==> src/rtl/qport_pkg.sv <==
package qport_pkg;

    typedef enum logic [1:0] {
        DRV_FLOAT  = 2'd0,
        DRV_LOW    = 2'd1,
        DRV_WEAK   = 2'd2,
        DRV_STRONG = 2'd3
    } drive_e;

    // Select one drive state for a pin from its value and context
    function automatic drive_e pick_drive(input logic open_drain,
                                          input logic value,
                                          input logic on_bus,
                                          input logic boost);
        drive_e res;
        if (!value)          res = DRV_LOW;
        else if (on_bus)     res = DRV_STRONG;
        else if (open_drain) res = DRV_FLOAT;
        else if (boost)      res = DRV_STRONG;
        else                 res = DRV_WEAK;
        return res;
    endfunction

endpackage

==> src/rtl/qport_sync.sv <==
module qport_sync #(
    parameter int WIDTH  = 8,
    parameter int STAGES = 2
) (
    input  logic             clk,
    input  logic             rst_n,
    input  logic [WIDTH-1:0] async_in,
    output logic [WIDTH-1:0] sync_out
);

    localparam int LAST = STAGES - 1;

    logic [WIDTH-1:0] stg_d [STAGES];
    logic [WIDTH-1:0] stg_q [STAGES];

    always_comb begin
        stg_d[0] = async_in;
        for (int s = 1; s < STAGES; s++) begin
            stg_d[s] = stg_q[s-1];
        end
    end

    always_ff @(posedge clk or negedge rst_n) begin
        if (!rst_n) begin
            for (int s = 0; s < STAGES; s++) begin
                stg_q[s] <= '1;
            end
        end else begin
            for (int s = 0; s < STAGES; s++) begin
                stg_q[s] <= stg_d[s];
            end
        end
    end

    assign sync_out = stg_q[LAST];

endmodule

==> src/rtl/qport_latch.sv <==
module qport_latch #(
    parameter int WIDTH = 8
) (
    input  logic             clk,
    input  logic             rst_n,
    input  logic             wr_en,
    input  logic [WIDTH-1:0] wr_data,
    output logic [WIDTH-1:0] latch_q,
    output logic [WIDTH-1:0] boost_q
);

    typedef struct packed {
        logic [WIDTH-1:0] latch;
        logic [WIDTH-1:0] boost;
    } state_t;

    state_t st_d, st_q;

    always_comb begin
        st_d       = st_q;
        st_d.boost = '0;
        if (wr_en) begin
            st_d.latch = wr_data;
            st_d.boost = wr_data & ~st_q.latch;
        end
    end

    always_ff @(posedge clk or negedge rst_n) begin
        if (!rst_n) begin
            st_q.latch <= '1;
            st_q.boost <= '0;
        end else begin
            st_q <= st_d;
        end
    end

    assign latch_q = st_q.latch;
    assign boost_q = st_q.boost;

endmodule

==> src/rtl/qport_drive.sv <==
module qport_drive
    import qport_pkg::*;
#(
    parameter int WIDTH      = 8,
    parameter bit OPEN_DRAIN = 1'b0
) (
    input  logic [WIDTH-1:0] latch_q,
    input  logic [WIDTH-1:0] boost_q,
    input  logic [WIDTH-1:0] alt_out,
    input  logic             bus_sel,
    input  logic             bus_addr8,
    input  logic [WIDTH-1:0] bus_data,
    output logic [WIDTH-1:0] drv_low,
    output logic [WIDTH-1:0] drv_weak,
    output logic [WIDTH-1:0] drv_strong
);

    logic             on_bus;
    logic [WIDTH-1:0] value;

    assign on_bus = bus_sel & ~bus_addr8;
    assign value  = on_bus ? bus_data : (latch_q & alt_out);

    for (genvar i = 0; i < WIDTH; i++) begin : g_pin
        drive_e mode;
        always_comb begin
            mode          = pick_drive(OPEN_DRAIN, value[i], on_bus, boost_q[i]);
            drv_low[i]    = (mode == DRV_LOW);
            drv_weak[i]   = (mode == DRV_WEAK);
            drv_strong[i] = (mode == DRV_STRONG);
        end
    end

endmodule

==> src/rtl/qport.sv <==
module qport #(
    parameter int WIDTH       = 8,
    parameter bit OPEN_DRAIN  = 1'b0,
    parameter int SYNC_STAGES = 2
) (
    input  logic             clk,
    input  logic             rst_n,
    input  logic             wr_en,
    input  logic [WIDTH-1:0] wr_data,
    output logic [WIDTH-1:0] rd_latch,
    output logic [WIDTH-1:0] rd_pin,
    input  logic [WIDTH-1:0] alt_out,
    output logic [WIDTH-1:0] alt_in,
    input  logic             bus_sel,
    input  logic             bus_addr8,
    input  logic [WIDTH-1:0] bus_data,
    input  logic [WIDTH-1:0] pin_in,
    output logic [WIDTH-1:0] drv_low,
    output logic [WIDTH-1:0] drv_weak,
    output logic [WIDTH-1:0] drv_strong
);

    logic [WIDTH-1:0] latch_q;
    logic [WIDTH-1:0] boost_q;
    logic [WIDTH-1:0] pin_sync;

    qport_latch #(.WIDTH(WIDTH)) u_latch (
        .clk     (clk),
        .rst_n   (rst_n),
        .wr_en   (wr_en),
        .wr_data (wr_data),
        .latch_q (latch_q),
        .boost_q (boost_q)
    );

    qport_sync #(.WIDTH(WIDTH), .STAGES(SYNC_STAGES)) u_sync (
        .clk      (clk),
        .rst_n    (rst_n),
        .async_in (pin_in),
        .sync_out (pin_sync)
    );

    qport_drive #(.WIDTH(WIDTH), .OPEN_DRAIN(OPEN_DRAIN)) u_drive (
        .latch_q    (latch_q),
        .boost_q    (boost_q),
        .alt_out    (alt_out),
        .bus_sel    (bus_sel),
        .bus_addr8  (bus_addr8),
        .bus_data   (bus_data),
        .drv_low    (drv_low),
        .drv_weak   (drv_weak),
        .drv_strong (drv_strong)
    );

    assign rd_latch = latch_q;
    assign rd_pin   = pin_sync;
    assign alt_in   = pin_sync & latch_q;

endmodule

==> config.mk <==
export PLATFORM = sky130hd
export DESIGN_NAME = qport
export DESIGN_NICKNAME = d
export VERILOG_FILES = /design/src/rtl/qport_pkg.sv /design/src/rtl/qport_sync.sv /design/src/rtl/qport_latch.sv /design/src/rtl/qport_drive.sv /design/src/rtl/qport.sv
export SDC_FILE = /design/constraint.sdc
export NUM_CORES = 1
export LEC_CHECK = 0
export BUFFER_PORTS_ARGS = -buffer_cell sky130_fd_sc_hd__buf_2
export CAP_MARGIN = 20
export CORE_UTILIZATION = 47
export CTS_BUF_LIST = sky130_fd_sc_hd__clkbuf_4 sky130_fd_sc_hd__clkbuf_8
export DETAILED_ROUTE_END_ITERATION = 8
export PLACE_DENSITY = 0.87
export SYNTH_ARGS = -nofsm -noshare
export SYNTH_HDL_FRONTEND = slang
export SYNTH_SLANG_ARGS = --single-unit
export TNS_END_PERCENT = 10
==> constraint.sdc <==
create_clock -name clk -period 2.21 [get_ports clk]
set_clock_uncertainty 0.2 [all_clocks]
set_input_delay 0.3315 -clock clk [delete_from_list [all_inputs] [get_ports clk]]
set_output_delay 0.3315 -clock clk [all_outputs]
set_load 0.005 [all_outputs]
==> results of run 1 <==
-- per-layer routing --
| metal | track usage (%) | vias up | part of all wire, % |
|---|---|---|---|
| met2 | 38.1 | 54 | 51 |
| met3 | 6.98 | 13 | 7.0 |
| met1 | 26.2 | 534 | 39 |
| met5 | 0 | - | 0 |
| li1 | - | 568 | - |
| met4 | 11.5 | 0 | 3.2 |
-- report_power, final --
group,total [mW],internal [mW],switching (mW)
combinational,0.214,0.121,0.0930
clock,0.327,0.148,0.179
sequential,0.684,0.647,0.0377
total,1.23,0.916,0.309
-- state kept, by name, summed over array words and instances (netlist names) --
| register | count |
|---|---|
| u_sync.stg_d | 8 |
| u_sync.sync_out | 8 |
| u_latch.boost_q | 8 |
| u_latch.latch_q | 8 |
-- kinds of logic after synthesis --
logic type             Yosys count  synth area share [%]
DFF                             32                  60.3
buffers and inverters            5                  3.00
and+or+nand+nor                 42                  20.7
muxes                            8                  6.54
AOI/OAI and AO/OA               16                  9.45
-- cells in the mapped netlist --
master / n / area share [%]
a31oi_1: 8 / 3.6
a41o_1: 8 / 5.8
and2_1: 8 / 3.6
and2b_2: 1 / 0.64
and3b_1: 8 / 5.1
and3b_2: 8 / 5.8
buf_2: 3 / 1.1
buf_6: 1 / 0.82
buf_8: 1 / 1.1
dfrtp_1: 8 / 15
dfstp_2: 24 / 46
mux2_2: 8 / 6.5
nand2_1: 8 / 2.2
nand2b_1: 1 / 0.45
nor3_1: 8 / 2.9
-- through the flow --
stage / power (mW) / cells / util, % / worst slack [ps] / hold WS [ps]
2_1_floorplan: 0.771 / 103 / - / 732 / -164
3_3_place_gp: 0.884 / 213 / 65.1 / 369 / 147
5_1_grt: 1.28 / 230 / 70.5 / 234 / 42.6
6_report: 1.23 / 230 / 70.5 / 313 / 46.8
4_1_cts: 1.24 / 230 / 70.5 / 325 / 38.1
3_5_place_dp: 0.894 / 213 / 65.1 / 329 / 148
-- final cells by class --
class / count / area, um^2
flip-flops and latches: 32 / 831
fillers: 193 / 815
repair buffers: 93 / 510
multi-input cells: 66 / 505
clock buffers: 7 / 52.6
well taps: 31 / 38.8
clock inverters: 1 / 5.00
-- timing repair --
item	4_1_cts	5_1_grt
hold buffers	9	0
endpoints found under the hold margin	16	0
setup endpoints to repair	0	0
setup buffers	0	0
-- worst max path at each step --
stage	start	endpoint	slack (ps)	depth (start not counted)
after global routing	bus_addr8	drv_strong[0]	230	4
after detailed placement	bus_addr8	drv_strong[0]	330	4
after global placement	bus_addr8	drv_strong[3]	370	4
final	bus_addr8	drv_strong[0]	310	4
after CTS	bus_addr8	drv_strong[0]	320	4
after floorplan	bus_addr8	drv_strong[1]	730	4
-- cells in the final DEF (no fill, tap or decap), drive strengths merged --
cell	netlist	routed
nand2b	1	1
nand2	8	8
dfstp	24	24
nor3	8	8
mux2	8	8
dfrtp	8	8
buf	5	84
clkbuf	0	7
a41o	8	8
and2	8	8
dlygate4sd3	0	9
and3b	16	16
clkinv	0	1
and2b	1	1
a31oi	8	8
==> run_results.csv, run 1 <==
group,metric,value,unit
place,io_buffers,84,
detailed_routing,routed_wl,3410,um
place,post-dp-hpwl,2490,um
timing,final_hold_viol_count,0,
clock_network,clkSinkCount,32,
timing,grt_setup_unrepaired,"false",
critical_path,reg2reg_to,"u_latch.boost_q[4]",
place,placed_area,0.00180,mm^2
global_routing,antenna_found_initial,0,
die,coreArea,0.00276,mm^2
die,core.rowCount,19,
yosys,synthCells,103,
hold_path,hold_depth,2,
critical_path,worst_path_max_delay_cell,"nand2b_1",
clock_network,cts_tree,"done",
critical_path,max_stage_delay,400,ps
yosys,postSynthRegisterBits,32,
power,powerDensity,630,mW/mm^2
critical_path,worstSetupEndpointType,"primary output",
critical_path,cp.required,1680,ps
critical_path,crit_top_cell,"buf_2",
critical_path,critPathBufInv,2,
timing,slew_viol_final,0,
critical_path,crit_family,"simple AND/OR/NAND/NOR gates",
critical_path,crit_arrival,1370,ps
timing,setup_tns,0,ps
yosys,ys_types,15,
power,max-vdd-ir-drop,558,uV
clock_network,cts.repair.resized,0,
die,ios,85,
yosys,syn_nets,140,
yosys,yosysWarnings,0,
clock_network,root_buffer,"clkbuf_4",
layout,area_delta_synth_final,41.1,%
clock_network,cts_buffer_depth,2,
yosys,yosysSeqAreaShare,60.3,%
detailed_routing,dr_total_vias,1169,
die,die_w,56.1,um
detailed_routing,vias_per_cell,5.08,
job,cap_violations,0,
yosys,synth_area_per_cell,13.4,um^2
critical_path,worstPathCellList,"buf_2 > nand2b_1 > a41o_1 > buf_2",
critical_path,r2r_setup_slack,1100,ps
die,die_area,0.00315,mm^2
clock_network,clock_latency,330,ps
timing,max_freq,0.527,GHz
timing,period_needed,1900,ps
global_routing,grt_overflow,0,
detailed_routing,postRouteAntennaNets,0,
critical_path,ff2ff_path_depth,1,
critical_path,crit_type,"input pin to primary output",
clock_network,cts_max_level,2,
clock_network,numCtsBuffers,5,
critical_path,timing.rr.start,"u_latch.latch_q[4]",
hold_path,hold_class,"input pin to register",
global_routing,grt_start_max_net_pins,33,
critical_path,worstSetupStartpointType,"input pin",
detailed_routing,drtIter0Drc,54,
critical_path,crit_path_max_fanout,16,
die,die_y,56.1,um
hold_path,hp-start,"wr_data[7]",
die,initial_utilization,50.0,%
layout,postLayoutCellArea,0.00194,mm^2
global_routing,grt_usage,22.7,%
detailed_routing,drc,0,
timing,relSlewSlack,57.0,%
layout,nets,235,
detailed_routing,wl_per_cell,14.8,um
clock_network,cts.clk_slew.worst_paths,90,ps
yosys,syn_area,0.00138,mm^2
power,p_leak,1.07,nW
timing,worst_slew_pin_slew,645,ps
outcome,status,"finished, final reports clean",
global_routing,grt_pass1_wl,5390,um
hold_path,worstHoldEndpoint,"u_latch.latch_q[7]",
timing,fin_crit_sh,85.9,%
global_routing,grt_pass1_vias,1159,
layout,diodes,0,
place,gp_congestion,0.672,
detailed_routing,drtPass1Iterations,4,
timing,setup-violations-final,0,
layout,drive_above_1_share,66.8,%
No activity file was read; power rests on OpenSTA's default activity.
==> run 2, diff against run 1 <==
--- a/config.mk
+++ b/config.mk
@@ -7,10 +7,10 @@
 export LEC_CHECK = 0
 export BUFFER_PORTS_ARGS = -buffer_cell sky130_fd_sc_hd__buf_2
 export CAP_MARGIN = 20
-export CORE_UTILIZATION = 47
+export CORE_UTILIZATION = 35
 export CTS_BUF_LIST = sky130_fd_sc_hd__clkbuf_4 sky130_fd_sc_hd__clkbuf_8
 export DETAILED_ROUTE_END_ITERATION = 8
-export PLACE_DENSITY = 0.87
+export PLACE_DENSITY = 0.67
 export SYNTH_ARGS = -nofsm -noshare
 export SYNTH_HDL_FRONTEND = slang
 export SYNTH_SLANG_ARGS = --single-unit
==> run_results.csv, run 2 (same netlist as run 1, synthesis figures left out) <==
group,metric,value,unit
layout,area_delta_synth_final,46.5,%
critical_path,crit_path_max_fanout,16,
global_routing,antenna_found_initial,0,
critical_path,crit_family,"simple AND/OR/NAND/NOR gates",
detailed_routing,drc,0,
critical_path,worst_path_max_delay_cell,"nand2b_1",
timing,period_needed,1870,ps
detailed_routing,drtIter0Drc,48,
timing,relSlewSlack,56.5,%
power,seqPwrFrac,47.6,%
power,p_leak,1.09,nW
global_routing,grt_pass1_vias,1128,
timing,fin_crit_sh,84.6,%
global_routing,grt_overflow,0,
place,placed_area,0.00182,mm^2
die,ios,85,
die,coreArea,0.00372,mm^2
detailed_routing,dr_total_vias,1189,
timing,worst_slew_pin_slew,652,ps
detailed_routing,wl_per_cell,13.3,um
critical_path,crit_arrival,1340,ps
critical_path,crit_top_cell,"buf_2",
place,dp.cells,230,
place,gp_congestion,0.752,
critical_path,crit_type,"input pin to primary output",
job,cap_violations,0,
critical_path,worstSetupEndpointType,"primary output",
detailed_routing,postRouteAntennaNets,0,
critical_path,cp.required,1680,ps
layout,diodes,0,
clock_network,cts_tree,"done",
global_routing,grt_pass1_wl,5090,um
die,die_area,0.00419,mm^2
clock_network,numCtsBuffers,5,
place,io_buffers,84,
hold_path,hold_class,"input pin to register",
layout,instances_no_fill,247,
timing,final_hold_viol_count,0,
clock_network,clkSinkCount,32,
power,intPower,1.11,mW
power,netSwitchingPower,0.325,mW
detailed_routing,vias_per_cell,4.81,
power,clkPwrFrac,37.7,%
power,swShare,22.6,%
global_routing,grt_usage,16.1,%
clock_network,cts.clk_slew.worst_paths,70,ps
layout,mostFrequentLayoutCell,"buf_2",
clock_network,cts_max_level,2,
outcome,status,"finished, final reports clean",
detailed_routing,routed_wl,3270,um
timing,setup-violations-final,0,
timing,grt_setup_unrepaired,"false",
critical_path,worstPathCellList,"buf_2 > nand2b_1 > a41o_1 > buf_2",
layout,nets,235,
clock_network,clock_latency,270,ps
timing,setup_ws,339,ps
place,post-dp-hpwl,2420,um
detailed_routing,drtPass1Iterations,3,
die,die_y,64.7,um
critical_path,worstSetupStartpointType,"input pin",
place,pre_cts_slack,339,ps
layout,postLayoutCellArea,0.00202,mm^2
power,p_comb_share,14.7,%
layout,final_cell_mix,"buf_2 (84), dfstp_2 (24), dlygate4sd3_1 (9)",
critical_path,max_stage_delay,390,ps
die,die_w,64.7,um
timing,setup_tns,0,ps
power,powerDensity,713,mW/mm^2
power,max-vdd-ir-drop,541,uV
layout,drive_above_1_share,66.8,%
power,power.total,1.44,mW
global_routing,grt_start_max_net_pins,33,
die,core.rowCount,22,
clock_network,root_buffer,"clkbuf_8",
critical_path,critPathBufInv,2,
die,initial_utilization,37.1,%
timing,max_freq,0.535,GHz
timing,slew_viol_final,0,
clock_network,cts_buffer_depth,2,
## run 2: worst paths after layout
check	end	cells past startpoint	from	slack, ps
max reg2reg	u_latch.boost_q[0]	1	u_latch.latch_q[0]	1090
min in group asynchronous	u_latch.boost_q[3]	2	rst_n	420
max	drv_strong[2]	4	bus_addr8	340
min reg2reg	u_sync.sync_out[7]	0	u_sync.stg_d[7]	150
max in group asynchronous	u_latch.boost_q[7]	2	rst_n	970
min	u_latch.latch_q[1]	2	wr_data[1]	100
## run 2: what timing repair did
item                      in CTS  in global routing
hold endpoints to repair      16                  0
hold buffers                   9                  0
setup buffers                  0                  0
resized for setup              0                  0
## run 2: routing by layer
metal	global-route usage, %	part of all wire, %	up-vias
met5	0	0	-
li1	-	-	567
met3	5.63	7.6	5
met2	28.1	49	54
met4	5.00	1.1	0
met1	18.3	43	563
## run 2: metrics by stage
step	hold slack (ps)	util (%)
after global routing	91.3	54.3
after global placement	146	48.9
final	99.4	54.3
after floorplan	-164	-
after detailed placement	147	48.9
after CTS	89.5	54.3
## run 2: power by group through the flow
stage | combinational [mW] | clock [mW] | sequential (mW)
4_1_cts | 0.215 | 0.562 | 0.685
2_1_floorplan | 0.0870 | 0 | 0.684
3_5_place_dp | 0.201 | 0 | 0.693
6_report | 0.212 | 0.543 | 0.685
5_1_grt | 0.233 | 0.587 | 0.692
3_3_place_gp | 0.194 | 0 | 0.691
## run 2: layout make-up
type	count	area, um^2
fill	332	1700
clock buffer	6	76.3
sequential	32	831
tap	48	60.1
timing repair buffer	93	510
multi-input combinational	66	505
clock inverter	2	35.0
==> run 3, diff against run 2 <==
--- a/config.mk
+++ b/config.mk
@@ -10,7 +10,7 @@
 export CORE_UTILIZATION = 35
 export CTS_BUF_LIST = sky130_fd_sc_hd__clkbuf_4 sky130_fd_sc_hd__clkbuf_8
 export DETAILED_ROUTE_END_ITERATION = 8
-export PLACE_DENSITY = 0.67
+export PLACE_DENSITY = 0.7
 export SYNTH_ARGS = -nofsm -noshare
 export SYNTH_HDL_FRONTEND = slang
 export SYNTH_SLANG_ARGS = --single-unit
==> constraint.sdc (replaced) <==
create_clock -name clk -period 1.6 [get_ports clk]
set_clock_uncertainty 0.2 [all_clocks]
set_input_delay 0.24 -clock clk [delete_from_list [all_inputs] [get_ports clk]]
set_output_delay 0.24 -clock clk [all_outputs]
set_load 0.005 [all_outputs]
==> run_results.csv, run 3 (same netlist as run 1, synthesis figures left out) <==
group,metric,value,unit
global_routing,grt_pass1_vias,1086,
timing,grt_setup_unrepaired,"true",
global_routing,grt_start_max_net_pins,33,
timing,fin_crit_sh,101,%
critical_path,crit_type,"register to primary output",
clock_network,cts_buffer_depth,2,
place,post-dp-hpwl,2380,um
die,core.rowCount,22,
timing,slew_viol_final,0,
layout,drive_above_1_share,70.5,%
power,powerDensity,900,mW/mm^2
job,cap_violations,0,
detailed_routing,vias_per_cell,4.71,
die,die_w,64.7,um
critical_path,crit_path_max_fanout,4,
layout,diodes,0,
layout,n_fill_cell,334,
timing,final_hold_viol_count,0,
detailed_routing,dr_total_vias,1202,
critical_path,worstSetupStartpointType,"register",
critical_path,cp.required,1160,ps
clock_network,cts.clk_slew.worst_paths,60,ps
clock_network,numCtsBuffers,5,
timing,setup_tns,-80.4,ps
detailed_routing,postRouteAntennaNets,0,
timing,worst_slew_pin_slew,641,ps
die,initial_utilization,37.1,%
global_routing,grt_pass1_wl,5030,um
clock_network,cts_tree,"done",
outcome,status,"finished with violations",
clock_network,root_buffer,"clkbuf_8",
timing,worst_hold_slack,10.6,ps
detailed_routing,drc,0,
power,p_leak,1.14,nW
layout,final_cell_mix,"buf_2 (84), dfstp_2 (24), dlygate4sd3_1 (9)",
critical_path,r2r_setup_slack,330,ps
place,gp_congestion,0.789,
critical_path,worstSetupEndpointType,"primary output",
clock_network,clock_latency,270,ps
detailed_routing,wl_per_cell,12.8,um
critical_path,crit_arrival,1180,ps
place,io_buffers,84,
power,power.total,1.89,mW
die,ios,85,
die,die_y,64.7,um
power,max-vdd-ir-drop,626,uV
timing,setup-violations-final,9,
global_routing,antenna_found_initial,0,
clock_network,cts_max_level,2,
detailed_routing,drtPass1Iterations,4,
detailed_routing,routed_wl,3260,um
detailed_routing,drtIter0Drc,19,
timing,setup_ws,-18.7,ps
timing,period_needed,1620,ps
global_routing,grt_overflow,0,
outcome,violations,"negative setup slack",
die,coreArea,0.00372,mm^2
layout,area_delta_synth_final,52.1,%
die,die_area,0.00419,mm^2
clock_network,clkSinkCount,32,
timing,max_freq,0.618,GHz
layout,nets,243,
timing,relSlewSlack,57.2,%
hold_path,hold_class,"input pin to register",
global_routing,grt_usage,15.9,%
layout,mostFrequentLayoutCell,"buf_2",
## run 3: cell count changes in the layout (fill, tap and decap cells not counted), sizes merged
cell,delta
bufinv,-1
clkinv,+1
buf,+8
## run 3: worst max-delay path: stages, from the launching register on
cell and delay [ps]:
dfstp_2 580, buf_6 120, and2_1 110, buf_2 100
## run 3: layer usage
| metal | part of all wire (%) | vias up | track usage, % |
|---|---|---|---|
| met3 | 6.9 | 2 | 5.11 |
| li1 | - | 586 | - |
| met1 | 43 | 568 | 18.5 |
| met5 | 0 | - | 0 |
| met4 | 0.37 | 0 | 5.28 |
| met2 | 50 | 46 | 27.3 |
## run 3: path summary, 6_finish.rpt
check,from,end,cells after the start
max in group asynchronous,rst_n,u_latch.boost_q[7],2
hold / removal,wr_data[7],u_latch.latch_q[7],2
setup reg to reg,u_latch.latch_q[4],u_latch.boost_q[4],3
hold reg to reg,u_sync.stg_d[3],u_sync.sync_out[3],0
setup / recovery,u_latch.latch_q[4],alt_in[4],3
min in group asynchronous,rst_n,u_latch.boost_q[2],2
## run 3: area by class of cell
type / instances / area, um^2 / share of cell area [%]
clock buffer: 6 / 82.6 / 3.94
clock inverter: 2 / 10.0 / 0.478
multi-input combinational: 66 / 526 / 25.1
sequential: 32 / 831 / 39.6
tap: 48 / 60.1 / 2.87
timing repair buffer: 101 / 587 / 28.0
## run 3: through the flow
step	instance area (um^2)	cells	util [%]	worst slack, ps
3_5_place_dp	1830	232	49.3	86.6
3_3_place_gp	1830	232	49.3	105
2_1_floorplan	1380	103	-	305
4_1_cts	2030	250	54.5	-48.1
5_1_grt	2100	255	56.4	-83.4
6_report	2100	255	56.4	-18.7
## run 3: repair_timing
action	in CTS	in global routing
hold buffers	9	0
cloned	0	0
gates resized for setup	1	5
buffers inserted	1	5
pin swaps	2	3
hold endpoints to repair	16	0
endpoints found under the setup margin	9	19
## run 3: report_power, final
| group | switching (mW) | internal (mW) | total [mW] | leakage (nW) |
|---|---|---|---|---|
| logic | 0.136 | 0.198 | 0.334 | 0.728 |
| registers | 0.0485 | 0.894 | 0.943 | 0.360 |
| clock network | 0.268 | 0.342 | 0.611 | 0.0510 |
| total | 0.453 | 1.43 | 1.89 | 1.14 |
